<file path="src/rtl/cres_pkg.sv">
package cres_pkg;
  localparam int BYTE_W = 8;
  localparam int WORD_W = 2 * BYTE_W;

  function automatic logic [WORD_W-1:0] pack_word(input logic [9:0] res, input logic [1:0] sub);
    return {{(WORD_W-12){1'b0}}, res, sub};
  endfunction
endpackage

</file>
<file path="src/rtl/cres_vqueue.sv">
module cres_vqueue #(
  parameter int DEPTH  = 16,
  parameter int WORD_W = 16
) (
  input  logic              clk,
  input  logic              rst_n,
  input  logic              flush,
  input  logic              push,
  input  logic [WORD_W-1:0] push_word,
  input  logic              retire,
  output logic [WORD_W-1:0] head_word,
  output logic              nonempty,
  output logic              full
);
  localparam int AW = (DEPTH > 1) ? $clog2(DEPTH) : 1;
  localparam int CW = $clog2(DEPTH + 1);
  localparam logic [AW-1:0] LAST = AW'(DEPTH - 1);
  localparam logic [CW-1:0] CFULL = CW'(DEPTH);

  logic [WORD_W-1:0] mem [DEPTH];
  logic [AW-1:0] head, tail, head_inc, tail_inc;
  logic [CW-1:0] count;

  generate
    if ((DEPTH & (DEPTH - 1)) == 0) begin : g_pow2
      assign head_inc = head + 1'b1;
      assign tail_inc = tail + 1'b1;
    end else begin : g_wrap
      assign head_inc = (head == LAST) ? '0 : head + 1'b1;
      assign tail_inc = (tail == LAST) ? '0 : tail + 1'b1;
    end
  endgenerate

  assign nonempty  = (count != '0);
  assign full      = (count == CFULL);
  assign head_word = mem[head];

  logic do_ret, head_adv;
  assign do_ret   = retire & nonempty;
  assign head_adv = do_ret | (push & full);

  always_ff @(posedge clk) begin
    if (push && !flush) mem[tail] <= push_word;
  end

  always_ff @(posedge clk or negedge rst_n) begin
    if (!rst_n) begin
      head <= '0; tail <= '0; count <= '0;
    end else if (flush) begin
      head <= '0; tail <= '0; count <= '0;
    end else begin
      if (push) tail <= tail_inc;
      if (head_adv) head <= head_inc;
      if (push && !do_ret && !full) count <= count + 1'b1;
      else if (do_ret && !push) count <= count - 1'b1;
    end
  end


  count_cap_chk: assert property (@(posedge clk) disable iff (!rst_n)
    (push && full && !retire && !flush) |=> full);


  push_fill_chk: assert property (@(posedge clk) disable iff (!rst_n)
    (push && !flush) |=> nonempty);
endmodule

</file>
<file path="src/rtl/cres_tslot.sv">
module cres_tslot #(
  parameter int WORD_W = 16
) (
  input  logic              clk,
  input  logic              rst_n,
  input  logic              flush,
  input  logic              wr,
  input  logic [WORD_W-1:0] wr_word,
  input  logic              clr,
  output logic              valid,
  output logic [WORD_W-1:0] word
);
  always_ff @(posedge clk or negedge rst_n) begin
    if (!rst_n) begin
      valid <= 1'b0; word <= '0;
    end else if (flush) begin
      valid <= 1'b0;
    end else if (wr) begin
      valid <= 1'b1; word <= wr_word;
    end else if (clr) begin
      valid <= 1'b0;
    end
  end
endmodule

</file>
<file path="src/rtl/cres_bytesel.sv">
module cres_bytesel #(
  parameter int WORD_W = 16
) (
  input  logic              clk,
  input  logic              rst_n,
  input  logic              flush,
  input  logic              cs_fall,
  input  logic              rd_ready,
  input  logic              t_valid,
  input  logic [WORD_W-1:0] t_word,
  input  logic              t_write,
  input  logic              v_nonempty,
  input  logic [WORD_W-1:0] v_word,
  input  logic              v_drop,
  output logic              rd_valid,
  output logic [WORD_W/2-1:0] rd_data,
  output logic              t_clr,
  output logic              v_retire
);
  localparam int HW = WORD_W / 2;

  logic ptr, lock_t, cur_t, pop, clobber, ret;
  logic [WORD_W-1:0] word;

  assign cur_t    = ptr ? lock_t : t_valid;
  assign rd_valid = cur_t ? t_valid : v_nonempty;
  assign word     = cur_t ? t_word : v_word;
  assign rd_data  = rd_valid ? (ptr ? word[HW-1:0] : word[WORD_W-1:HW]) : '0;
  assign pop      = rd_valid & rd_ready & ~cs_fall & ~flush;
  assign clobber  = cur_t ? t_write : v_drop;
  assign ret      = pop & ptr;
  assign t_clr    = ret & cur_t;
  assign v_retire = ret & ~cur_t;

  always_ff @(posedge clk or negedge rst_n) begin
    if (!rst_n) begin
      ptr <= 1'b0; lock_t <= 1'b0;
    end else if (flush || cs_fall || clobber) begin
      ptr <= 1'b0;
    end else if (pop) begin
      ptr <= ~ptr;
      if (!ptr) lock_t <= cur_t;
    end
  end
endmodule

</file>
<file path="src/rtl/cres_fifo_top.sv">
module cres_fifo_top #(
  parameter int DEPTH = 16
) (
  input  logic       clk,
  input  logic       rst_n,
  input  logic       flush,
  input  logic       cs_fall,
  input  logic       wr_valid,
  input  logic [9:0] wr_result,
  input  logic [1:0] wr_sub,
  input  logic       wr_is_temp,
  input  logic       rd_ready,
  output logic       rd_valid,
  output logic [7:0] rd_data
);
  import cres_pkg::*;

  logic [WORD_W-1:0] in_word, t_word, v_word;
  logic t_write, v_push, t_valid, t_clr, v_nonempty, v_full, v_retire, v_drop;

  assign in_word = pack_word(wr_result, wr_sub);
  assign t_write = wr_valid & wr_is_temp & ~flush;
  assign v_push  = wr_valid & ~wr_is_temp & ~flush;
  assign v_drop  = v_push & v_full & ~v_retire;

  cres_vqueue #(.DEPTH(DEPTH), .WORD_W(WORD_W)) u_vq (
    .clk(clk), .rst_n(rst_n), .flush(flush), .push(v_push), .push_word(in_word),
    .retire(v_retire), .head_word(v_word), .nonempty(v_nonempty), .full(v_full));

  cres_tslot #(.WORD_W(WORD_W)) u_ts (
    .clk(clk), .rst_n(rst_n), .flush(flush), .wr(t_write), .wr_word(in_word),
    .clr(t_clr), .valid(t_valid), .word(t_word));

  cres_bytesel #(.WORD_W(WORD_W)) u_bs (
    .clk(clk), .rst_n(rst_n), .flush(flush), .cs_fall(cs_fall), .rd_ready(rd_ready),
    .t_valid(t_valid), .t_word(t_word), .t_write(t_write), .v_nonempty(v_nonempty),
    .v_word(v_word), .v_drop(v_drop), .rd_valid(rd_valid), .rd_data(rd_data),
    .t_clr(t_clr), .v_retire(v_retire));


  temp_present_chk: assert property (@(posedge clk) disable iff (!rst_n)
    (wr_valid && wr_is_temp && !flush) |=> rd_valid);


  flush_empty_chk: assert property (@(posedge clk) disable iff (!rst_n)
    flush |=> !rd_valid);
endmodule

</file>
<file path="config.mk">
export PLATFORM = sky130hd
export DESIGN_NAME = cres_fifo_top
export DESIGN_NICKNAME = d
export VERILOG_FILES = /design/src/rtl/cres_pkg.sv /design/src/rtl/cres_vqueue.sv /design/src/rtl/cres_tslot.sv /design/src/rtl/cres_bytesel.sv /design/src/rtl/cres_fifo_top.sv
export SDC_FILE = /design/constraint.sdc
export NUM_CORES = 1
export LEC_CHECK = 0
export ABC_AREA = 1
export BUFFER_PORTS_ARGS = -buffer_cell sky130_fd_sc_hd__buf_2
export CORE_MARGIN = 1
export CORE_UTILIZATION = 55
export CTS_CLUSTER_DIAMETER = 50
export DETAILED_ROUTE_END_ITERATION = 8
export GPL_TIMING_DRIVEN = 0
export PLACE_DENSITY = 0.72
export SETUP_SLACK_MARGIN = 0.1
export SLEW_MARGIN = 10
export SYNTH_ARGS = -nofsm -noshare
export SYNTH_HDL_FRONTEND = slang
export SYNTH_SLANG_ARGS = --single-unit
</file>
<file path="constraint.sdc">
create_clock -name clk -period 2.9 [get_ports clk]
set_clock_uncertainty 0.15 [all_clocks]
set_input_delay 0.725 -clock clk [delete_from_list [all_inputs] [get_ports clk]]
set_output_delay 0.725 -clock clk [all_outputs]
set_load 0.01 [all_outputs]
</file>
==> impl_metrics.yaml, run 1 <==
timing:
  setup_viol: 8
  hold_viol: 0
  fmax_mhz: 309
  setup_ws_ns: -0.339
  finalCriticalPeriod_ns: 3.24
  slew_headroom: 0.428
  tightest_slew_ns: 0.857
  tns_ns: -2.34
  rsz0062_at_grt: "yes"
  finalCritPeriodShare: 1.12
  drv_slew: 0
route:
  ant_nets: 0
  drtIter0Drc: 762
  routed_via_density: 5.81
  drtPass1Iterations: 5
  detailroute.via_count: 6720
  avgRoutedWirePerCell_um: 20.6
  post-route-drc-count: 0
  wl_um: 23900
power_and_ir_drop:
  p_total_uw: 6770
  peakVddDrop_uv: 646
  power_density_nw_per_um2: 590
  p_leak_uw: 0.00433
synthesis:
  syn-cell-area_um2: 9480
  synth_seq_cells: 220
  yosys.area_share.simple: 0.164
  synth_edf_count: 192
  synthTopCellsByArea: "edfxtp_1 61%, nand2_1 8.3%, dfrtp_1 7.4%"
  synth_top_cell_by_area: "edfxtp_1"
  ys_types: 42
  yosys_warnings: 0
  async_reset_ff_frac: 0.127
  synthAdderAreaFrac: 0.0140
  synth_compound_gate_area_share: 0.0834
  synthMuxAreaShare: 0.0143
  ys_seq_area_frac: 0.682
  synthXorXnorAreaFrac: 0.00185
  synth_fp_nets: 868
  synth_top_cell_area_share: 0.608
  synth_top_family_by_area: "simple AND/OR/NAND/NOR gates"
  synthFlopType: "edfxtp_1"
  syn_avg_cell_area_um2: 11.3
  syn_inst: 839
cts:
  h-tree-depth: 1
  clock_latency_ns: 0.51
  cts_hold_buf: 0
  path_clk_slew_ns: 0.06
  cts_sinks: 220
  cts_inserted_buffers: 23
  clock_path_buffers: 3
  root_buffer: "clkbuf_16"
  cts_tree: "done"
placement:
  gp_congestion: 0.867
  place_ws_ns: -0.333
  place_area_um2: 10100
  post-dp-hpwl_um: 15000
  port_buffers: 27
critical_path:
  worstSetupStartpointType: "register"
  critPathMaxFanout: 8
  cp_data_required_time_ns: 2.03
  arrival_ns: 2.36
  critPathKind: "reg2out"
  endpoint_kind: "output port"
die:
  initial_core_util: 0.568
  die_w_um: 133
  die_area_um2: 17800
  row_count: 47
  ios: 28
  die_h_um: 133
  core_um2: 16700
global_route:
  grt_antenna_before_repair: 0
  gr-usage-all-layers: 0.273
  grt_pass1_vias: 6419
  grt_pass1_wl_um: 36200
  grt_max_degree: 29
  overflow: 0
layout:
  n_antenna_cell: 0
  drive_gt1_frac: 0.262
  final_area_um2: 11500
  layout.nets: 948
  syn2layout_area_growth_pct: 21.1
worst_hold_path:
  min_path_type: "in2async"
status:
  status: "complete, but fails checks"
  violations: "negative setup slack"
flow_run:
  cap_violations: 0
-- where the power goes --
part	internal (µW)	total [µW]	switching (µW)	leakage, µW
sequential	3490	3520	26.8	0.00209
clock	1690	2880	1190	0.000360
combinational	124	368	244	0.00189
-- critical path, stage by stage, from the launching register on --
cell	delay, ns
dfrtp_2	0.46
inv_2	0.11
buf_12	0.17
buf_8	0.14
nor2_1	0.04
o22ai_1	0.22
nand2_1	0.12
nand2_2	0.10
nand2_1	0.08
nand3_2	0.09
nand2_2	0.05
a21oi_2	0.13
buf_2	0.14
-- kinds of logic after synthesis --
| family | Yosys count |
|---|---|
| AOI/OAI and AO/OA | 135 |
| xor gates and xnor gates | 2 |
| adders and majority gates | 10 |
| buffers and inverters | 89 |
| DFF | 220 |
| muxes | 12 |
| and+or+nand+nor | 371 |
-- timing repair --
item / 4_1_cts / 5_1_grt
setup buffers: 10 / 6
gates cloned: 3 / 0
gates resized for setup: 104 / 75
pin swaps: 24 / 30
endpoints found under the setup margin: 8 / 45
-- stage by stage --
stage           util  hold WS (ns)  instances
5_1_grt        0.688         0.149       1156
2_1_floorplan      -         0.279        839
3_3_place_gp   0.592         0.324       1086
6_report       0.688         0.104       1156
3_5_place_dp   0.603         0.338       1098
4_1_cts        0.672         0.110       1152
-- sequential cells by signal, indices dropped and copies added, names as in the netlist --
register,cells
u_bs.lock_t,1
u_bs.ptr,1
u_ts.valid,1
u_ts.word,12
u_vq.count,5
u_vq.head,4
u_vq.mem,192
u_vq.tail,4
-- layout by cell type (no fill, tap or decap), drive strengths merged, types with 2 or more instances in the layout --
cell,count
xor2,2
a21boi,12
buf,84
o2111ai,4
o211ai,3
a21oi,14
ha,9
clkinv,4
a311oi,4
clkinvlp,3
o22ai,20
dfrtp,28
nand2,214
nand4,2
edfxtp,192
o21ai,73
inv,49
a31oi,2
clkbuf,45
nand3,37
mux2,12
nor2,101
nor3,14
-- metal layers --
| metal | GRT usage | up-vias | share of wire |
|---|---|---|---|
| li1 | - | 3067 | - |
| met1 | 0.378 | 3234 | 0.39 |
| met2 | 0.442 | 367 | 0.48 |
| met3 | 0.0392 | 52 | 0.095 |
| met4 | 0.0991 | 0 | 0.031 |
| met5 | 0 | - | 0 |
-- cells in the mapped netlist, drive strengths merged (2+ instances only) --
library cell / number
mux2: 12
clkinv: 2
nand4: 2
a21boi: 12
a31oi: 2
ha: 9
nor3: 14
a311oi: 4
clkbuf: 11
dfrtp: 28
inv: 48
buf: 28
o211ai: 3
nand3: 37
xor2: 2
nor2: 101
o2111ai: 4
o21ai: 73
nand2: 214
a21oi: 14
o22ai: 20
edfxtp: 192
-- path summary, 6_finish.rpt --
path	from	endpoint	slack [ns]	cells after the start
min	rst_n	u_vq.count[2]	0.10	1
min reg2reg	u_ts.word[7]	u_ts.word[7]	0.35	1
max reg2reg	u_bs.ptr	u_vq.count[4]	0.38	14
max	u_vq.head[0]	rd_data[3]	-0.34	12
min in group clk	u_ts.word[7]	u_ts.word[7]	0.35	1
max in group asynchronous	rst_n	u_vq.head[0]	2.00	1
-- area by class of cell --
cell class | count | area [µm²]
fill | 1180 | 5220
timing repair buffer | 56 | 423
multi-input combinational | 530 | 2990
tap | 220 | 275
sequential | 220 | 6470
inverter | 50 | 198
clock buffer | 35 | 671
buffer | 38 | 394
clock inverter | 7 | 68.8
Note: power is estimated with default switching activity, not from simulation.
==> run 2, diff against run 1 <==
--- a/config.mk
+++ b/config.mk
@@ -6,13 +6,13 @@
 export NUM_CORES = 1
 export LEC_CHECK = 0
 export ABC_AREA = 1
-export BUFFER_PORTS_ARGS = -buffer_cell sky130_fd_sc_hd__buf_2
 export CORE_MARGIN = 1
 export CORE_UTILIZATION = 55
 export CTS_CLUSTER_DIAMETER = 50
 export DETAILED_ROUTE_END_ITERATION = 8
+export DONT_BUFFER_PORTS = 1
 export GPL_TIMING_DRIVEN = 0
-export PLACE_DENSITY = 0.72
+export PLACE_DENSITY = 0.7
 export SETUP_SLACK_MARGIN = 0.1
 export SLEW_MARGIN = 10
 export SYNTH_ARGS = -nofsm -noshare
==> run 2 against run 1 <==
  * The flow still finishes with violations (negative setup slack)
  * Via count is 1.1% higher
  * Register-to-register slack got worse by 0.07 ns
  * Total power grew 3.6%
  * Non-clock buffer count down 14
  * First-iteration DRC count is 12% lower
  * Critical endpoint is now rd_data[0]
  * Sequential share of layout area down 0.50 points
  * Largest cell class unchanged
  * Die area unchanged
  * Largest power group unchanged
  * Count of clock-buffer cells in the layout is 8 lower
==> impl_metrics.yaml, run 2 (synthesized netlist as in run 1, its figures left out) <==
flow_run:
  cap_violations: 0
layout:
  seq_area_um2: 6470
  top_register: "u_vq.mem"
  layout.nets: 936
  syn2layout_area_growth_pct: 22.2
  final_area_um2: 11600
  final_common_cell: "nand2_1"
  multi_input_area_um2: 2910
  final_core_util: 0.694
  final_cell_mix: "196 x nand2_1, 192 x edfxtp_1, 87 x nor2_1"
  largest_register_ffs: 192
  n_antenna_cell: 0
  fill_cells: 1152
  layout.cells.non_filler: 1144
  drive_gt1_frac: 0.232
  largestRegisters: "u_vq.mem x192, u_ts.word x12, u_vq.count x5"
global_route:
  grt_antenna_before_repair: 0
  gr-usage-all-layers: 0.281
  grt_max_degree: 29
  grt_pass1_wl_um: 37300
  grt_pass1_vias: 6696
  overflow: 0
placement:
  place_ws_ns: -0.264
  dp_cells: 1071
  gp_congestion: 0.937
  place_area_um2: 9940
  port_buffers: 0
  post-dp-hpwl_um: 15700
die:
  ios: 28
  die_w_um: 133
  die_area_um2: 17800
  core_um2: 16700
  row_count: 47
  initial_core_util: 0.568
  die_h_um: 133
cts:
  cts_inserted_buffers: 25
  cts_tree: "done"
  h-tree-depth: 1
  cts_sinks: 220
  path_clk_slew_ns: 0.06
  clock_path_buffers: 3
  root_buffer: "clkbuf_16"
  clock_latency_ns: 0.51
route:
  drtIter0Drc: 674
  ant_nets: 0
  routed_via_density: 5.94
  post-route-drc-count: 0
  drtPass1Iterations: 5
  avgRoutedWirePerCell_um: 22.0
  wl_um: 25200
  detailroute.via_count: 6793
critical_path:
  worst_path_max_delay_cell: "dfrtp_2"
  cp_data_required_time_ns: 2.03
  crit_chain: "inv_4 -> buf_12 -> buf_8 -> buf_6 -> nor2_2 -> o22ai_1 -> nand2_1 -> nand2_1 -> nand2_1 -> nand3_2 -> nand2_2 -> a21oi_4"
  critPathKind: "reg2out"
  arrival_ns: 2.33
  critPathTopFamily: "flip-flops"
  crit_top_cell: "nand2_1"
  critPathMaxStageDelay_ns: 0.48
  path_buf_inv: 4
  worstSetupStartpointType: "register"
  critPathMaxFanout: 6
  endpoint_kind: "output port"
status:
  violations: "negative setup slack"
  status: "complete, but fails checks"
timing:
  hold_viol: 0
  setup_ws_ns: -0.300
  fmax_mhz: 312
  tightest_slew_ns: 0.894
  rsz0062_at_grt: "yes"
  finalCriticalPeriod_ns: 3.20
  setup_viol: 8
  slew_headroom: 0.403
  finalCritPeriodShare: 1.10
  whs_ns: 0.149
  drv_slew: 0
power_and_ir_drop:
  power_density_nw_per_um2: 606
  p_leak_uw: 0.00433
  peakVddDrop_uv: 506
worst_hold_path:
  min_path_type: "in2reg"
## run 2: final timing paths
kind,start,to,slack [ns],cells past startpoint
max,u_vq.head[0],rd_data[0],-0.30,12
max reg2reg,u_vq.count[1],u_vq.count[4],0.31,13
min reg2reg,u_bs.lock_t,u_bs.lock_t,0.35,2
min,wr_result[7],u_vq.mem[6][9],0.15,0
max in group asynchronous,rst_n,u_vq.head[2],1.90,2
min in group asynchronous,rst_n,u_ts.word[8],0.52,2
## run 2: routing by layer
layer  vias to the layer above  wire, µm  track usage
li1                       3059         -            -
met1                      3365      9830        0.365
met2                       311     12600        0.484
met3                        58      1920       0.0384
met4                         0       839       0.0991
met5                         -         0            0
## run 2: power by group
group	switching, µW	total [µW]	internal (µW)
combinational	192	307	115
sequential	28.4	3520	3490
clock	1250	3190	1930
total	1470	7020	5540
## run 2: repair_timing
item / 4_1_cts / 5_1_grt
endpoints found under the setup margin: 8 / 9
gates cloned: 1 / 6
pin swaps: 15 / 30
buffers inserted: 11 / 9
endpoints found under the hold margin: 28 / 0
resized for setup: 100 / 51
hold buffers: 2 / 0
## run 2: per-stage QoR
stage,total power (µW),setup TNS [ns]
2_1_floorplan,3770,0
3_3_place_gp,3820,-101.39
3_5_place_dp,3840,-14.09
4_1_cts,7000,-1.66
5_1_grt,7170,-2.42
6_report,7020,-1.82
## run 2: final cells by class
type	count	area share
flip-flops and latches	220	0.558
well taps	220	0.0238
clock buffers	27	0.0546
clock inverters	17	0.0168
multi-input cells	530	0.251
inverters	50	0.0164
plain buffers	39	0.0371
repair buffers	41	0.0415
## run 2: worst reg2reg max path, delay by kind of cell, from the launching register on
family | cells | cell delay [ns]
AOI/OAI and AO/OA | 2 | 0.39
adders and majority gates | 1 | 0.40
buffers and inverters | 1 | 0.08
DFF | 1 | 0.43
and+or+nand+nor | 9 | 1.09
